$ cat config.mk
export PLATFORM = sky130hd
export DESIGN_NAME = brd_i2c_regs
export DESIGN_NICKNAME = d
export VERILOG_FILES = /design/src/rtl/brd_i2c_pkg.sv /design/src/rtl/brd_i2c_linesync.sv /design/src/rtl/brd_i2c_engine.sv /design/src/rtl/brd_i2c_regbank.sv /design/src/rtl/brd_i2c_regs.sv
export SDC_FILE = /design/constraint.sdc
export NUM_CORES = 1
export LEC_CHECK = 0
export CORE_MARGIN = 5
export CORE_UTILIZATION = 57
export DETAILED_ROUTE_END_ITERATION = 10
export GPL_TIMING_DRIVEN = 0
export PLACE_DENSITY = 0.85
export SLEW_MARGIN = 5
export SYNTH_ARGS = -nofsm -noshare
export SYNTH_HDL_FRONTEND = slang
export SYNTH_SLANG_ARGS = --single-unit
$ cat constraint.sdc
create_clock -name clk -period 2.8 [get_ports clk]
set_input_delay 0.56 -clock clk [delete_from_list [all_inputs] [get_ports clk]]
set_output_delay 0.56 -clock clk [all_outputs]
set_load 0.01 [all_outputs]
$ cat src/rtl/brd_i2c_pkg.sv
package brd_i2c_pkg;

  typedef enum logic [2:0] {
    S_IDLE, S_ADDR, S_ADDR_ACK, S_RX, S_RX_ACK, S_TX, S_TX_ACK
  } tgt_st_t;

  localparam int PG_BITS = 16;
  localparam int BYTE_W  = 8;

  localparam logic [7:0] IX_FW    = 8'h00;
  localparam logic [7:0] IX_BRD   = 8'h01;
  localparam logic [7:0] IX_GRP   = 8'h06;
  localparam logic [7:0] IX_PG_LO = 8'h08;
  localparam logic [7:0] IX_PG_HI = 8'h09;
  localparam logic [7:0] IX_FLT   = 8'h0A;
  localparam logic [7:0] IX_CTL   = 8'h0E;

  // Read view of the whole register space; unmapped indices give zero.
  function automatic logic [7:0] reg_view(
    input logic [7:0]         ix,
    input logic [7:0]         fw,
    input logic [7:0]         brd,
    input logic [7:0]         grp,
    input logic [PG_BITS-1:0] pg,
    input logic               flt_n,
    input logic [7:0]         ctl
  );
    logic [7:0] v;
    case (ix)
      IX_FW:    v = fw;
      IX_BRD:   v = brd;
      IX_GRP:   v = grp;
      IX_PG_LO: v = pg[7:0];
      IX_PG_HI: v = pg[15:8];
      IX_FLT:   v = {7'd0, flt_n};
      IX_CTL:   v = ctl;
      default:  v = 8'h00;
    endcase
    return v;
  endfunction

  function automatic logic addr_hit(input logic [7:0] first, input logic [6:0] dev);
    return first[7:1] == dev;
  endfunction

endpackage

$ cat src/rtl/brd_i2c_linesync.sv
module brd_i2c_linesync #(
  parameter int STAGES = 2
) (
  input  logic clk,
  input  logic rst_n,
  input  logic scl_i,
  input  logic sda_i,
  output logic scl_s,
  output logic sda_s,
  output logic scl_rise,
  output logic scl_fall,
  output logic start_ev,
  output logic stop_ev
);
  logic [STAGES-1:0] scl_p, sda_p;
  logic scl_q, sda_q;

  always_ff @(posedge clk or negedge rst_n) begin
    if (!rst_n) begin
      scl_p <= '1;
      sda_p <= '1;
      scl_q <= 1'b1;
      sda_q <= 1'b1;
    end else begin
      scl_p <= {scl_p[STAGES-2:0], scl_i};
      sda_p <= {sda_p[STAGES-2:0], sda_i};
      scl_q <= scl_s;
      sda_q <= sda_s;
    end
  end

  assign scl_s    = scl_p[STAGES-1];
  assign sda_s    = sda_p[STAGES-1];
  assign scl_rise = scl_s & ~scl_q;
  assign scl_fall = ~scl_s & scl_q;
  // Data edges count only while the clock line stays high over both samples.
  assign start_ev = scl_s & scl_q & sda_q & ~sda_s;
  assign stop_ev  = scl_s & scl_q & ~sda_q & sda_s;
endmodule

$ cat src/rtl/brd_i2c_engine.sv
module brd_i2c_engine
  import brd_i2c_pkg::*;
#(
  parameter logic [6:0] DEV_ADDR = 7'h20
) (
  input  logic       clk,
  input  logic       rst_n,
  input  logic       sda_s,
  input  logic       scl_rise,
  input  logic       scl_fall,
  input  logic       start_ev,
  input  logic       stop_ev,
  input  logic [7:0] rd_data,
  output logic [7:0] ptr,
  output logic       wr_stb,
  output logic [7:0] wr_idx,
  output logic [7:0] wr_data,
  output logic       sda_oe
);
  localparam logic [3:0] BITS = 4'(BYTE_W);

  tgt_st_t    st;
  logic [3:0] cnt;
  logic [7:0] sh;
  logic       have_ix, rd_mode, nack, drive;

  always_ff @(posedge clk or negedge rst_n) begin
    if (!rst_n) begin
      st      <= S_IDLE;
      cnt     <= '0;
      sh      <= '0;
      ptr     <= '0;
      have_ix <= 1'b0;
      rd_mode <= 1'b0;
      nack    <= 1'b1;
      drive   <= 1'b0;
      wr_stb  <= 1'b0;
      wr_idx  <= '0;
      wr_data <= '0;
    end else begin
      wr_stb <= 1'b0;
      if (start_ev) begin
        st    <= S_ADDR;
        cnt   <= '0;
        drive <= 1'b0;
      end else if (stop_ev) begin
        st    <= S_IDLE;
        drive <= 1'b0;
      end else begin
        case (st)
          S_ADDR, S_RX: begin
            if (scl_rise && cnt < BITS) begin
              sh  <= {sh[6:0], sda_s};
              cnt <= cnt + 4'd1;
            end else if (scl_fall && cnt == BITS) begin
              if (st == S_ADDR) begin
                if (addr_hit(sh, DEV_ADDR)) begin
                  drive   <= 1'b1;
                  rd_mode <= sh[0];
                  have_ix <= 1'b0;
                  st      <= S_ADDR_ACK;
                end else begin
                  st <= S_IDLE;
                end
              end else begin
                drive <= 1'b1;
                st    <= S_RX_ACK;
                if (!have_ix) begin
                  ptr     <= sh;
                  have_ix <= 1'b1;
                end else begin
                  wr_stb  <= 1'b1;
                  wr_idx  <= ptr;
                  wr_data <= sh;
                  ptr     <= ptr + 8'd1;
                end
              end
            end
          end
          S_ADDR_ACK: begin
            if (scl_fall) begin
              cnt <= '0;
              if (rd_mode) begin
                sh    <= rd_data;
                drive <= ~rd_data[7];
                ptr   <= ptr + 8'd1;
                st    <= S_TX;
              end else begin
                drive <= 1'b0;
                st    <= S_RX;
              end
            end
          end
          S_RX_ACK: begin
            if (scl_fall) begin
              drive <= 1'b0;
              cnt   <= '0;
              st    <= S_RX;
            end
          end
          S_TX: begin
            if (scl_fall) begin
              if (cnt == BITS - 4'd1) begin
                drive <= 1'b0;
                st    <= S_TX_ACK;
              end else begin
                sh    <= {sh[6:0], 1'b0};
                drive <= ~sh[6];
                cnt   <= cnt + 4'd1;
              end
            end
          end
          S_TX_ACK: begin
            if (scl_rise) begin
              nack <= sda_s;
            end else if (scl_fall) begin
              if (nack) begin
                st <= S_IDLE;
              end else begin
                sh    <= rd_data;
                drive <= ~rd_data[7];
                ptr   <= ptr + 8'd1;
                cnt   <= '0;
                st    <= S_TX;
              end
            end
          end
          default: st <= S_IDLE;
        endcase
      end
    end
  end

  assign sda_oe = drive;
endmodule

$ cat src/rtl/brd_i2c_regbank.sv
module brd_i2c_regbank
  import brd_i2c_pkg::*;
#(
  parameter logic [7:0] FW_REV  = 8'h03,
  parameter logic [7:0] BRD_REV = 8'h02
) (
  input  logic               clk,
  input  logic               rst_n,
  input  logic               wr_stb,
  input  logic [7:0]         wr_idx,
  input  logic [7:0]         wr_data,
  input  logic [7:0]         rd_idx,
  input  logic [7:0]         grp_en_i,
  input  logic [PG_BITS-1:0] pgood_i,
  input  logic               fault_n_i,
  output logic [7:0]         rd_data,
  output logic [7:0]         ctl_q
);
  always_ff @(posedge clk or negedge rst_n) begin
    if (!rst_n)                          ctl_q <= 8'h00;
    else if (wr_stb && wr_idx == IX_CTL) ctl_q <= wr_data;
  end

  assign rd_data = reg_view(rd_idx, FW_REV, BRD_REV, grp_en_i, pgood_i, fault_n_i, ctl_q);
endmodule

$ cat src/rtl/brd_i2c_regs.sv
module brd_i2c_regs
  import brd_i2c_pkg::*;
#(
  parameter logic [6:0] DEV_ADDR    = 7'h20,
  parameter logic [7:0] FW_REV      = 8'h03,
  parameter logic [7:0] BRD_REV     = 8'h02,
  parameter int         SYNC_STAGES = 2
) (
  input  logic               clk,
  input  logic               rst_n,
  input  logic               scl_i,
  input  logic               sda_i,
  output logic               sda_oe,
  input  logic [7:0]         grp_en_i,
  input  logic [PG_BITS-1:0] pgood_i,
  input  logic               fault_n_i,
  output logic               aux_en_o
);
  // Named internal events, also used by the bound checker.
  logic       scl_s, sda_s, scl_rise, scl_fall, start_ev, stop_ev;
  logic       wr_stb;
  logic [7:0] wr_idx, wr_data, ptr, rd_data, ctl_q;

  brd_i2c_linesync #(.STAGES(SYNC_STAGES)) u_sync (
    .clk(clk), .rst_n(rst_n), .scl_i(scl_i), .sda_i(sda_i),
    .scl_s(scl_s), .sda_s(sda_s), .scl_rise(scl_rise), .scl_fall(scl_fall),
    .start_ev(start_ev), .stop_ev(stop_ev)
  );

  brd_i2c_engine #(.DEV_ADDR(DEV_ADDR)) u_eng (
    .clk(clk), .rst_n(rst_n), .sda_s(sda_s), .scl_rise(scl_rise),
    .scl_fall(scl_fall), .start_ev(start_ev), .stop_ev(stop_ev),
    .rd_data(rd_data), .ptr(ptr), .wr_stb(wr_stb), .wr_idx(wr_idx),
    .wr_data(wr_data), .sda_oe(sda_oe)
  );

  brd_i2c_regbank #(.FW_REV(FW_REV), .BRD_REV(BRD_REV)) u_bank (
    .clk(clk), .rst_n(rst_n), .wr_stb(wr_stb), .wr_idx(wr_idx),
    .wr_data(wr_data), .rd_idx(ptr), .grp_en_i(grp_en_i), .pgood_i(pgood_i),
    .fault_n_i(fault_n_i), .rd_data(rd_data), .ctl_q(ctl_q)
  );

  assign aux_en_o = ctl_q[0];
endmodule

# Word-level counts from Yosys, hierarchy flattened
# Cells that the tools add are included.
# totals
reg_bits,58
inputBits,29
# op_classes
add_sub_neg,2
order_cmp,1
n_eq_ne,46
muxes,69
bitwise,17
n_reduce_logical,19
# op_table
operator,n
$mux W8,17
$pmux W8 S7,1
$eq A8 B4 Y1 const B,5
$mux W3,13
$mux W4,9
$pmux W8 S4,1
$ne A4 B3 Y1 const B,6
$pmux W8 S3,1
$mux W1,23
$reduce_and A11 Y1,2
$pmux W4 S4,1
$pmux W3 S5,1
$ne A2 B2 Y1 const B,7
$reduce_and A7 Y1,2
$ne A2 B1 Y1 const B,6
$ne A4 B4 Y1 const B,3
$not A1 Y1,10
$reduce_and A10 Y1,1
$eq A3 B3 Y1 const B,3
$ne A3 B2 Y1 const B,3
$ne A3 B3 Y1 const B,3
$reduce_and A9 Y1,1
$add A8 B1 Y8 const B,1
$eq A8 B1 Y1 const B,1
23 further kinds,33

# Longest topological paths before layout
# Gate-level depths: netlist (run 1).
# logic_depth
depth_word,9
ltp_mapped,9
depth_no_buf,7

# Modules after synthesis
# A second synthesis (run 1) with hierarchy kept.
# unflattened
cells_unflattened,308
hier_area_um2,3245.6
# modules_own_cells
mod,instances,cells_each,area_per_inst_um2,seq_area_each_um2
brd_i2c_engine,1,243,2438.6,1102.3
brd_i2c_regbank,1,55,616.8,200.2
brd_i2c_linesync,1,10,190.2,157.7

# Worst setup path after synthesis (run 1)
# No wires, ideal clock.
# synth_timing
path_type,register -> register
startpoint,register u_eng.cnt[0]
endpoint,register u_eng.wr_data[6]
arrival_ns,1.791
t_required_ns,2.673
path_slack_ns,0.881
path_stages_with_launch,10
path_buffers,2
period_less_slack_ns,1.919
path_cell_list,dfrtp_1 -> inv_1 -> ha_1 -> nand3b_1 -> or2_4 -> nor2_4 -> and4_1 -> buf_4 -> buf_8 -> mux2_1
# synth_between
elab_chain_cells,4
# synth_rtl
element,line,rtl
from (decl),brd_i2c_engine.sv:23,logic [3:0] cnt;
from (signal assigned),brd_i2c_engine.sv:54,cnt <= cnt + 4'd1;
from (signal assigned),brd_i2c_engine.sv:109,cnt <= cnt + 4'd1;
$lt A4 B4 Y1,brd_i2c_engine.sv:52,if (scl_rise && cnt < BITS) begin
$logic_and A1 B1 Y1,brd_i2c_engine.sv:52,
$not A1 Y1 (no source line),n/a,
$reduce_and A7 Y1 (no source line) *,n/a,
to (signal assigned),brd_i2c_engine.sv:74,wr_data <= sh;
to (decl),brd_i2c_engine.sv:17,"output logic [7:0] wr_data,"
# Mark *: on every way between the ends. The rest lies on a longest branch, timed or not.
# A chain may end at the register's enable or synchronous reset.

# Final worst setup path (run 1)
# layout_timing
startpoint,register u_eng.cnt[0]
endpoint,register u_eng.wr_data[1]
# Same word-level chain as after synthesis.

==> results.py, run 1 <==
metrics = {
    "status": {
        "status": "completed",
    },
    "critical_path": {
        "critPathLaunchType": "flip-flop",
        "crit_buf_inv": 3,
        "critPathRequiredTime_ps": 3020,
        "setup.worst_path.end_class": "flip-flop",
        "path_delay_family": "simple AND/OR/NAND/NOR gates",
        "path_cells": "inv_1, ha_1, nand3b_1, or2_4, nor2_4, and4_1, buf_4, buf_8, mux2_1",
        "worst-setup-path-type": "reg -> reg",
        "cp_max_fo": 10,
        "critPathArrivalTime_ps": 2440,
        "crit_path_top_delay_cell": "dfrtp_1",
        "slowest_delay_ps": 430,
    },
    "power_and_ir_drop": {
        "pwr-share-comb_pct": 6.9,
        "swShare_pct": 24.1,
        "p_clk_share_pct": 43.6,
        "p_leak_nw": 1.65,
        "power_switching_w": 0.000439,
        "ir_drop_v": 0.000295,
        "power_density_nw_per_um2": 477,
        "power.internal_w": 0.00139,
        "p_seq_share_pct": 49.4,
    },
    "sta": {
        "finClkSkew_ps": 8.92,
        "finalCritPeriodShare_pct": 79.3,
        "finalHoldViolCount": 0,
        "fmax_ghz": 0.450,
        "max-slew-margin-rel_pct": 46.1,
        "setup_viol": 0,
        "slew_violations": 0,
        "worst_pin_slew_ps": 808,
        "setup_tns_ps": 0,
        "fin_ws_ps": 580,
        "rsz0062_at_grt": "no",
        "period_needed_ps": 2220,
    },
    "finish": {
        "utilization_pct": 69.5,
        "drive_gt1_share_pct": 17.5,
        "area.growth.synth_to_final_pct": 19.2,
        "antenna_cells": 0,
        "final_nets": 401,
        "fillers": 404,
    },
    "synth": {
        "async_flop_share_pct": 100,
        "synth_edf_count": 0,
        "ys_top_cells_by_count": "dfrtp_1, nand2_1, nor2_1",
        "syn_inst": 324,
        "ys.flop_type": "dfrtp_1",
        "syn-num-nets": 359,
        "ys_seq_area_share_pct": 45.5,
        "ys_ff_latch": 58,
        "synth_top_area_share_pct": 39.7,
        "syn_area_um2": 3210,
        "syn_avg_cell_area_um2": 9.91,
        "synth_most_common_cell": "dfrtp_1",
        "yosysWarningCount": 0,
        "synth.distinct_cells": 58,
        "yosys-top-cells-area": "dfrtp_1, mux2_2, dfstp_2",
        "yosysTopAreaCell": "dfrtp_1",
    },
    "routing": {
        "ant_nets": 0,
        "avgRoutedWirePerCell_um": 18.2,
        "vias": 2778,
        "drcViolationCount": 0,
        "drt_wl_total_mm": 8.07,
        "drtPass1Iterations": 5,
        "vias_per_cell": 6.27,
        "drt_iter0_drc": 251,
    },
    "clock_network": {
        "cts_tree": "built",
        "cts-root-buf": "clkbuf_8",
        "postCtsSetupBuffers": 0,
        "insertion_delay_ps": 340,
        "cts_made_buffers": 9,
        "clk_pin_slew_ps": 70,
        "ctsHtreeMaxLevel": 3,
        "clockBufferDepth": 2,
        "post_cts_resize_count": 0,
        "clkSinkCount": 58,
        "holdBufCountCts": 0,
    },
    "job": {
        "cap_violations": 0,
    },
    "min_path": {
        "min_path_type": "in -> async",
    },
    "global_routing": {
        "grt_pass1_wl_mm": 13.5,
        "grt_max_degree": 36,
        "grt-ovfl-total": 0,
        "grt_pass1_vias": 2678,
        "antenna_found_initial": 0,
        "grtUsageTotal_pct": 23.5,
    },
    "place": {
        "detailed_place_hpwl_mm": 5.77,
        "gp_congestion": 0.900,
        "dpl_worst_slack_ps": 651,
        "io_buffers": 30,
    },
    "die": {
        "io_pins": 31,
        "core_area_um2": 5510,
        "die_height_um": 85.1,
        "dieArea_um2": 7240,
        "initial_core_util_pct": 58.3,
        "die_w_um": 85.1,
        "num_rows": 27,
    },
}
==> registers in the layout (all words and copies together) (netlist names), 2 cells and up <==
| register | count |
|---|---|
| u_eng.wr_data | 8 |
| u_eng.sh | 8 |
| u_sync.sda_p | 2 |
| u_eng.wr_idx | 8 |
| u_eng.ptr | 8 |
| u_bank.ctl_q | 8 |
| u_sync.scl_p | 2 |
| u_eng.cnt | 4 |
| u_eng.st | 3 |
==> routing by layer <==
layer | vias up | global-route usage, % | part of all wire [%]
li1 | 1283 | - | -
met3 | 16 | 4.17 | 7.5
met5 | - | 0 | 0
met2 | 110 | 37.2 | 48
met4 | 0 | 7.63 | 1.6
met1 | 1369 | 32.6 | 43
==> final timing paths <==
check	start	end	slack (ps)	cells past startpoint
max in group asynchronous	rst_n	u_eng.wr_idx[4]	1900	2
min in group clk	u_sync.scl_p[0]	u_sync.scl_p[1]	360	0
max reg2reg	u_eng.cnt[0]	u_eng.wr_data[1]	580	9
min reg2reg	u_sync.scl_p[0]	u_sync.scl_p[1]	360	0
max	u_eng.cnt[0]	u_eng.wr_data[1]	580	9
min	rst_n	u_eng.sh[7]	310	1
==> layout by cell type (no fill, tap or decap), types with 8 or more instances in the layout <==
cell type and n:
a21oi_1 18, nand3_1 14, a31oi_1 12, dfrtp_1 51
clkbuf_8 11, o21ai_0 21, nor2_1 22, mux2_1 9
clkbuf_1 9, buf_2 8, nor3_1 13, clkdlybuf4s50_1 29
mux2_2 20, nand2_1 27
==> through the flow <==
step / instance area, µm² / hold WS (ps) / total power, W / std cells
6_report: 3830 / 307 / 0.00183 / 443
5_1_grt: 3830 / 360 / 0.00189 / 443
4_1_cts: 3830 / 337 / 0.00183 / 443
3_5_place_dp: 3620 / 348 / 0.00104 / 427
3_3_place_gp: 3600 / 346 / 0.00104 / 426
2_1_floorplan: 3210 / 264 / 0.000956 / 324
==> power groups by stage <==
stage / logic, W / registers [W] / clock network (W)
floorplan: 0.0000557 / 0.000900 / 0
global placement: 0.000120 / 0.000916 / 0
detailed placement: 0.000127 / 0.000916 / 0
CTS: 0.000127 / 0.000901 / 0.000801
global route: 0.000143 / 0.000906 / 0.000841
finish: 0.000127 / 0.000903 / 0.000797
==> cells by family after synthesis <==
family / count (synthesis) / synth area share [%]
AOI/OAI and AO/OA: 85 / 17.4
xor gates and xnor gates: 1 / 0.273
adders and majority gates: 6 / 2.34
buffers and inverters: 27 / 4.13
DFF: 58 / 45.5
muxes: 36 / 12.3
and+or+nand+nor: 111 / 18.0
==> final cells by class <==
cell class / instances / area [µm²] / share of cell area (%)
plain buffers: 20 / 106 / 2.78
clock buffers: 11 / 151 / 3.95
clock inverters: 5 / 52.6 / 1.37
inverters: 7 / 26.3 / 0.686
multi-input cells: 239 / 1620 / 42.3
flip-flops and latches: 58 / 1460 / 38.1
well taps: 72 / 90.1 / 2.35
repair buffers: 31 / 323 / 8.43
Power figures use the tool's default switching activity.
==> run 2, diff against run 1 <==
clock period = 2.1 ns   (was 2.8 ns; I/O delays follow)
==> run 2 against run 1 <==
  * Core utilization up 3.0 points
  * Sequential share of layout area down 1.6 points
  * Hold slack worse by 140 ps
  * Highest routed layer unchanged
  * Count of clock-buffer cells in the layout unchanged
  * First-iteration DRC count up 9.2%
  * Clock skew up 0.66 ps
  * Sequential power up 33%
  * Flip-flop and latch count unchanged
  * Critical path depth unchanged
  * Clock power up 34%
  * Largest power group unchanged
==> results.py, run 2 (synthesis gave the netlist of run 1 again) <==
metrics = {
    "clock_network": {
        "cts-root-buf": "clkbuf_8",
        "cts_made_buffers": 9,
        "cts_tree": "built",
        "insertion_delay_ps": 340,
        "clkSinkCount": 58,
        "clk_pin_slew_ps": 70,
        "clockBufferDepth": 2,
        "ctsHtreeMaxLevel": 3,
    },
    "critical_path": {
        "slowest_delay_ps": 410,
        "worst-setup-path-type": "reg -> reg",
        "reg2reg_depth": 9,
        "path_delay_family": "simple AND/OR/NAND/NOR gates",
        "path_cells": "inv_1, ha_2, nand3b_1, or2_4, nor2_4, and4_4, buf_8, clkbuf_16, mux2_4",
        "cp_max_fo": 5,
        "rr_endpoint": "u_eng.wr_data[5]",
        "critPathLaunchType": "flip-flop",
        "crit_buf_inv": 3,
        "critPathRequiredTime_ps": 2330,
        "setup.worst_path.end_class": "flip-flop",
        "reg2reg_from": "u_eng.cnt[1]",
        "rrSetupSlack_ps": 9,
        "critPathArrivalTime_ps": 2320,
        "crit_path_top_delay_cell": "dfrtp_1",
    },
    "global_routing": {
        "grt_max_degree": 36,
        "grt_pass1_vias": 2689,
        "grtUsageTotal_pct": 23.5,
        "grt_pass1_wl_mm": 13.6,
        "grt-ovfl-total": 0,
        "antenna_found_initial": 0,
    },
    "finish": {
        "fillers": 362,
        "fin_area_um2": 3990,
        "final_nets": 409,
        "drive_gt1_share_pct": 23.5,
        "antenna_cells": 0,
        "area.growth.synth_to_final_pct": 24.3,
        "final_cell_mix": "dfrtp_1, clkdlybuf4s50_1, nand2_1",
        "regArea_um2": 1460,
        "final_common_cell": "dfrtp_1",
        "multi_input_comb_area_um2": 1680,
    },
    "sta": {
        "rsz0062_at_grt": "yes",
        "setup_viol": 0,
        "max-slew-margin-rel_pct": 46.0,
        "slew_violations": 0,
        "worst_pin_slew_ps": 810,
        "finalHoldViolCount": 0,
        "period_needed_ps": 2090,
        "fmax_ghz": 0.478,
        "finClkSkew_ps": 9.59,
        "finalCritPeriodShare_pct": 99.6,
    },
    "routing": {
        "drt_iter0_drc": 274,
        "vias": 2855,
        "drt_wl_total_mm": 8.61,
        "vias_per_cell": 6.33,
        "drtPass1Iterations": 5,
        "drcViolationCount": 0,
        "ant_nets": 0,
        "avgRoutedWirePerCell_um": 19.1,
    },
    "min_path": {
        "min_path_type": "in -> async",
    },
    "place": {
        "dpl_cell_area_um2": 3620,
        "gp_congestion": 0.900,
        "io_buffers": 30,
        "detailed_place_hpwl_mm": 5.77,
    },
    "power_and_ir_drop": {
        "p_leak_nw": 1.71,
        "p_clk_share_pct": 43.5,
        "power_switching_w": 0.000593,
        "ir_drop_v": 0.000435,
        "pwr-share-comb_pct": 7.4,
        "swShare_pct": 24.2,
        "power.internal_w": 0.00186,
        "p_total_w": 0.00245,
        "power_density_nw_per_um2": 614,
        "p_seq_share_pct": 49.1,
    },
    "die": {
        "core_area_um2": 5510,
        "num_rows": 27,
        "dieArea_um2": 7240,
        "initial_core_util_pct": 58.3,
        "die_height_um": 85.1,
        "io_pins": 31,
        "die_w_um": 85.1,
    },
    "job": {
        "cap_violations": 0,
    },
    "status": {
        "status": "completed",
    },
}
-- run 2: changes by cell type in the layout (fill, tap and decap cells not counted), moves of 2 or more --
cell      before  now
clkbuf_1       9    6
mux2_4         0   10
ha_1           6    4
ha_2           0    2
buf_4          1    8
mux2_1         9    0
-- run 2: worst max-delay path by stage --
stage | startpoint | to | slack [ps] | cells past startpoint
global route | u_eng.cnt[1] | u_eng.wr_idx[3] | -70 | 9
floorplan | u_eng.cnt[0] | u_eng.wr_data[6] | 180 | 9
global placement | rst_n | u_eng.cnt[1] | -1080 | 1
finish | u_eng.cnt[1] | u_eng.wr_data[5] | 9 | 9
CTS | u_eng.cnt[1] | u_eng.wr_data[1] | 0.7 | 9
detailed placement | u_eng.cnt[0] | u_eng.wr_data[5] | -50 | 9
-- run 2: per-stage QoR --
step           setup TNS [ps]  setup slack [ps]  instances  utilization (%)  hold WS [ps]
2_1_floorplan               0               181        324                -           124
3_3_place_gp           -58610             -1080        426             65.4           346
3_5_place_dp             -384             -49.1        427             65.8           348
4_1_cts                     0             0.748        445             69.9           197
5_1_grt                  -914             -72.3        451             72.5           251
6_report                    0              8.55        451             72.5           169
-- run 2: layout make-up --
class / count / area share, %
tap: 72 / 2.26
clock inverter: 5 / 1.32
sequential: 58 / 36.6
clock buffer: 11 / 3.79
timing repair buffer: 41 / 10.7
multi-input combinational: 239 / 42.0
buffer: 18 / 2.70
inverter: 7 / 0.658
-- run 2: timing repair --
action                                  CTS  global route
resized for setup                         1            19
gates cloned                              0             1
hold buffers                              0             0
pin swaps                                 0             3
endpoints found under the setup margin    9            29
setup buffers                             2             7
-- run 2: metal layers --
metal / vias up / share of wire [%] / track usage, %
met5: - / 0 / 0
met1: 1418 / 43 / 32.5
met2: 122 / 48 / 37.6
met3: 17 / 7.2 / 4.17
met4: 0 / 1.7 / 7.63
li1: 1298 / - / -
-- run 2: power groups by stage --
stage | Sequential [W] | Combinational, W | Clock (W)
final | 0.00120 | 0.000183 | 0.00107
after global routing | 0.00121 | 0.000204 | 0.00112
after CTS | 0.00120 | 0.000176 | 0.00107
after detailed placement | 0.00122 | 0.000169 | 0
after global placement | 0.00122 | 0.000159 | 0
after floorplan | 0.00120 | 0.0000743 | 0
==> run 3, diff against run 2 <==
RECOVER_POWER = 100   (was default)
==> run 3 against run 2 <==
  * Register-to-register slack hardly changed
  * Fmax hardly changed
  * Via count decreased by 1.2%
  * Critical path type unchanged
  * First-iteration DRC count rose by 3.6%
  * Largest cell class unchanged
  * Critical path depth is the same
  * Die area unchanged
  * Clock power barely moved
  * Flip-flop and latch count did not move
  * Critical endpoint unchanged
==> results.py, run 3 (synthesis gave the netlist of run 1 again) <==
metrics = {
    "sta": {
        "finClkSkew_ps": 8.44,
        "max-slew-margin-rel_pct": 31.0,
        "rsz0062_at_grt": "yes",
        "slew_violations": 0,
        "setup_viol": 0,
        "setup_tns_ps": 0,
        "worst_pin_slew_ps": 1030,
        "finalCritPeriodShare_pct": 99.5,
        "finalHoldViolCount": 0,
        "fmax_ghz": 0.479,
        "period_needed_ps": 2090,
        "fin_ws_ps": 10.4,
        "whs_ps": 173,
    },
    "place": {
        "detailed_place_hpwl_mm": 5.77,
        "dpl_worst_slack_ps": -49.1,
        "dp_cells": 427,
        "gp_congestion": 0.900,
        "io_buffers": 30,
    },
    "die": {
        "die_w_um": 85.1,
        "die_height_um": 85.1,
        "initial_core_util_pct": 58.3,
        "dieArea_um2": 7240,
        "io_pins": 31,
        "num_rows": 27,
        "core_area_um2": 5510,
    },
    "critical_path": {
        "cp_max_fo": 5,
        "critPathRequiredTime_ps": 2330,
        "critPathLaunchType": "flip-flop",
        "critPathArrivalTime_ps": 2310,
        "setup.worst_path.end_class": "flip-flop",
        "rrSetupSlack_ps": 10,
        "worst-setup-path-type": "reg -> reg",
    },
    "routing": {
        "drt_wl_total_mm": 8.56,
        "drtPass1Iterations": 5,
        "ant_nets": 0,
        "vias_per_cell": 6.26,
        "avgRoutedWirePerCell_um": 19.0,
        "drt_iter0_drc": 284,
        "drcViolationCount": 0,
        "vias": 2822,
    },
    "finish": {
        "antenna_cells": 0,
        "layout.cells.non_filler": 451,
        "final_common_cell": "dfrtp_1",
        "fillers": 364,
        "final_cell_mix": "dfrtp_1, nand2_1, clkdlybuf4s50_1",
        "final_nets": 409,
        "area.growth.synth_to_final_pct": 23.8,
        "drive_gt1_share_pct": 23.2,
    },
    "power_and_ir_drop": {
        "power_density_nw_per_um2": 614,
        "ir_drop_v": 0.000435,
        "p_total_w": 0.00244,
        "p_leak_nw": 1.71,
    },
    "clock_network": {
        "cts_tree": "built",
        "cts-root-buf": "clkbuf_8",
        "insertion_delay_ps": 340,
        "cts_made_buffers": 9,
        "clkSinkCount": 58,
        "ctsHtreeMaxLevel": 3,
        "clk_pin_slew_ps": 70,
        "clockBufferDepth": 2,
        "holdBufCountCts": 0,
    },
    "min_path": {
        "min_path_type": "in -> async",
    },
    "status": {
        "status": "completed",
    },
    "global_routing": {
        "antenna_found_initial": 0,
        "grt_pass1_vias": 2689,
        "grt_pass1_wl_mm": 13.6,
        "grt-ovfl-total": 0,
        "grtUsageTotal_pct": 23.5,
        "grt_max_degree": 36,
    },
    "job": {
        "cap_violations": 0,
    },
}
-- run 3: final timing paths --
| check | depth (start not counted) | end | startpoint |
|---|---|---|---|
| worst max-delay path | 9 | u_eng.wr_data[5] | u_eng.cnt[1] |
| worst min-delay path | 1 | u_eng.st[2] | rst_n |
| worst max register to register | 9 | u_eng.wr_data[5] | u_eng.cnt[1] |
| worst min register to register | 0 | u_sync.scl_p[1] | u_sync.scl_p[0] |
| max in group asynchronous | 2 | u_eng.wr_idx[4] | rst_n |
| min in group clk | 0 | u_sync.scl_p[1] | u_sync.scl_p[0] |
-- run 3: routing by layer --
metal | global-route usage, % | vias to the layer above | wire length [µm]
li1 | - | 1296 | -
met1 | 32.5 | 1383 | 3640
met2 | 37.6 | 128 | 4130
met3 | 4.17 | 15 | 668
met4 | 7.63 | 0 | 117
met5 | 0 | - | 0
-- run 3: power breakdown --
group          total (W)  switching [W]  internal, W
Combinational   0.000177      0.0000813    0.0000954
Sequential       0.00120      0.0000515      0.00115
Clock            0.00106       0.000457     0.000606
Total            0.00244       0.000590      0.00185
-- run 3: per-stage QoR --
step | utilization [%] | area (µm²)
final | 72.2 | 3980
after global routing | 72.2 | 3980
after detailed placement | 65.8 | 3620
after global placement | 65.4 | 3600
after floorplan | - | 3210
after CTS | 69.9 | 3850
-- run 3: worst max-delay path: stages (launching register included) --
cell and delay (ps):
dfrtp_1 410, inv_1 70, ha_2 160, nand3b_1 120, or2_4 290, nor2_4 120
and4_4 230, buf_8 130, clkbuf_16 140, mux2_4 300
-- run 3: area by class of cell --
class                           instances  area [µm²]  share of cell area [%]
Inverter                                7        26.3                   0.661
Tap cell                               72        90.1                    2.26
Sequential cell                        58        1460                    36.7
Clock inverter                          5        52.6                    1.32
Timing Repair Buffer                   41         413                    10.4
Multi-Input combinational cell        239        1680                    42.2
Buffer                                 18         108                    2.71
Clock buffer                           11         151                    3.81
-- run 3: timing repair --
| action | CTS | global route |
|---|---|---|
| gates cloned | 0 | 1 |
| setup buffers | 2 | 7 |
| endpoints found under the setup margin | 9 | 29 |
| gates resized for setup | 1 | 19 |
| pin swaps | 0 | 3 |
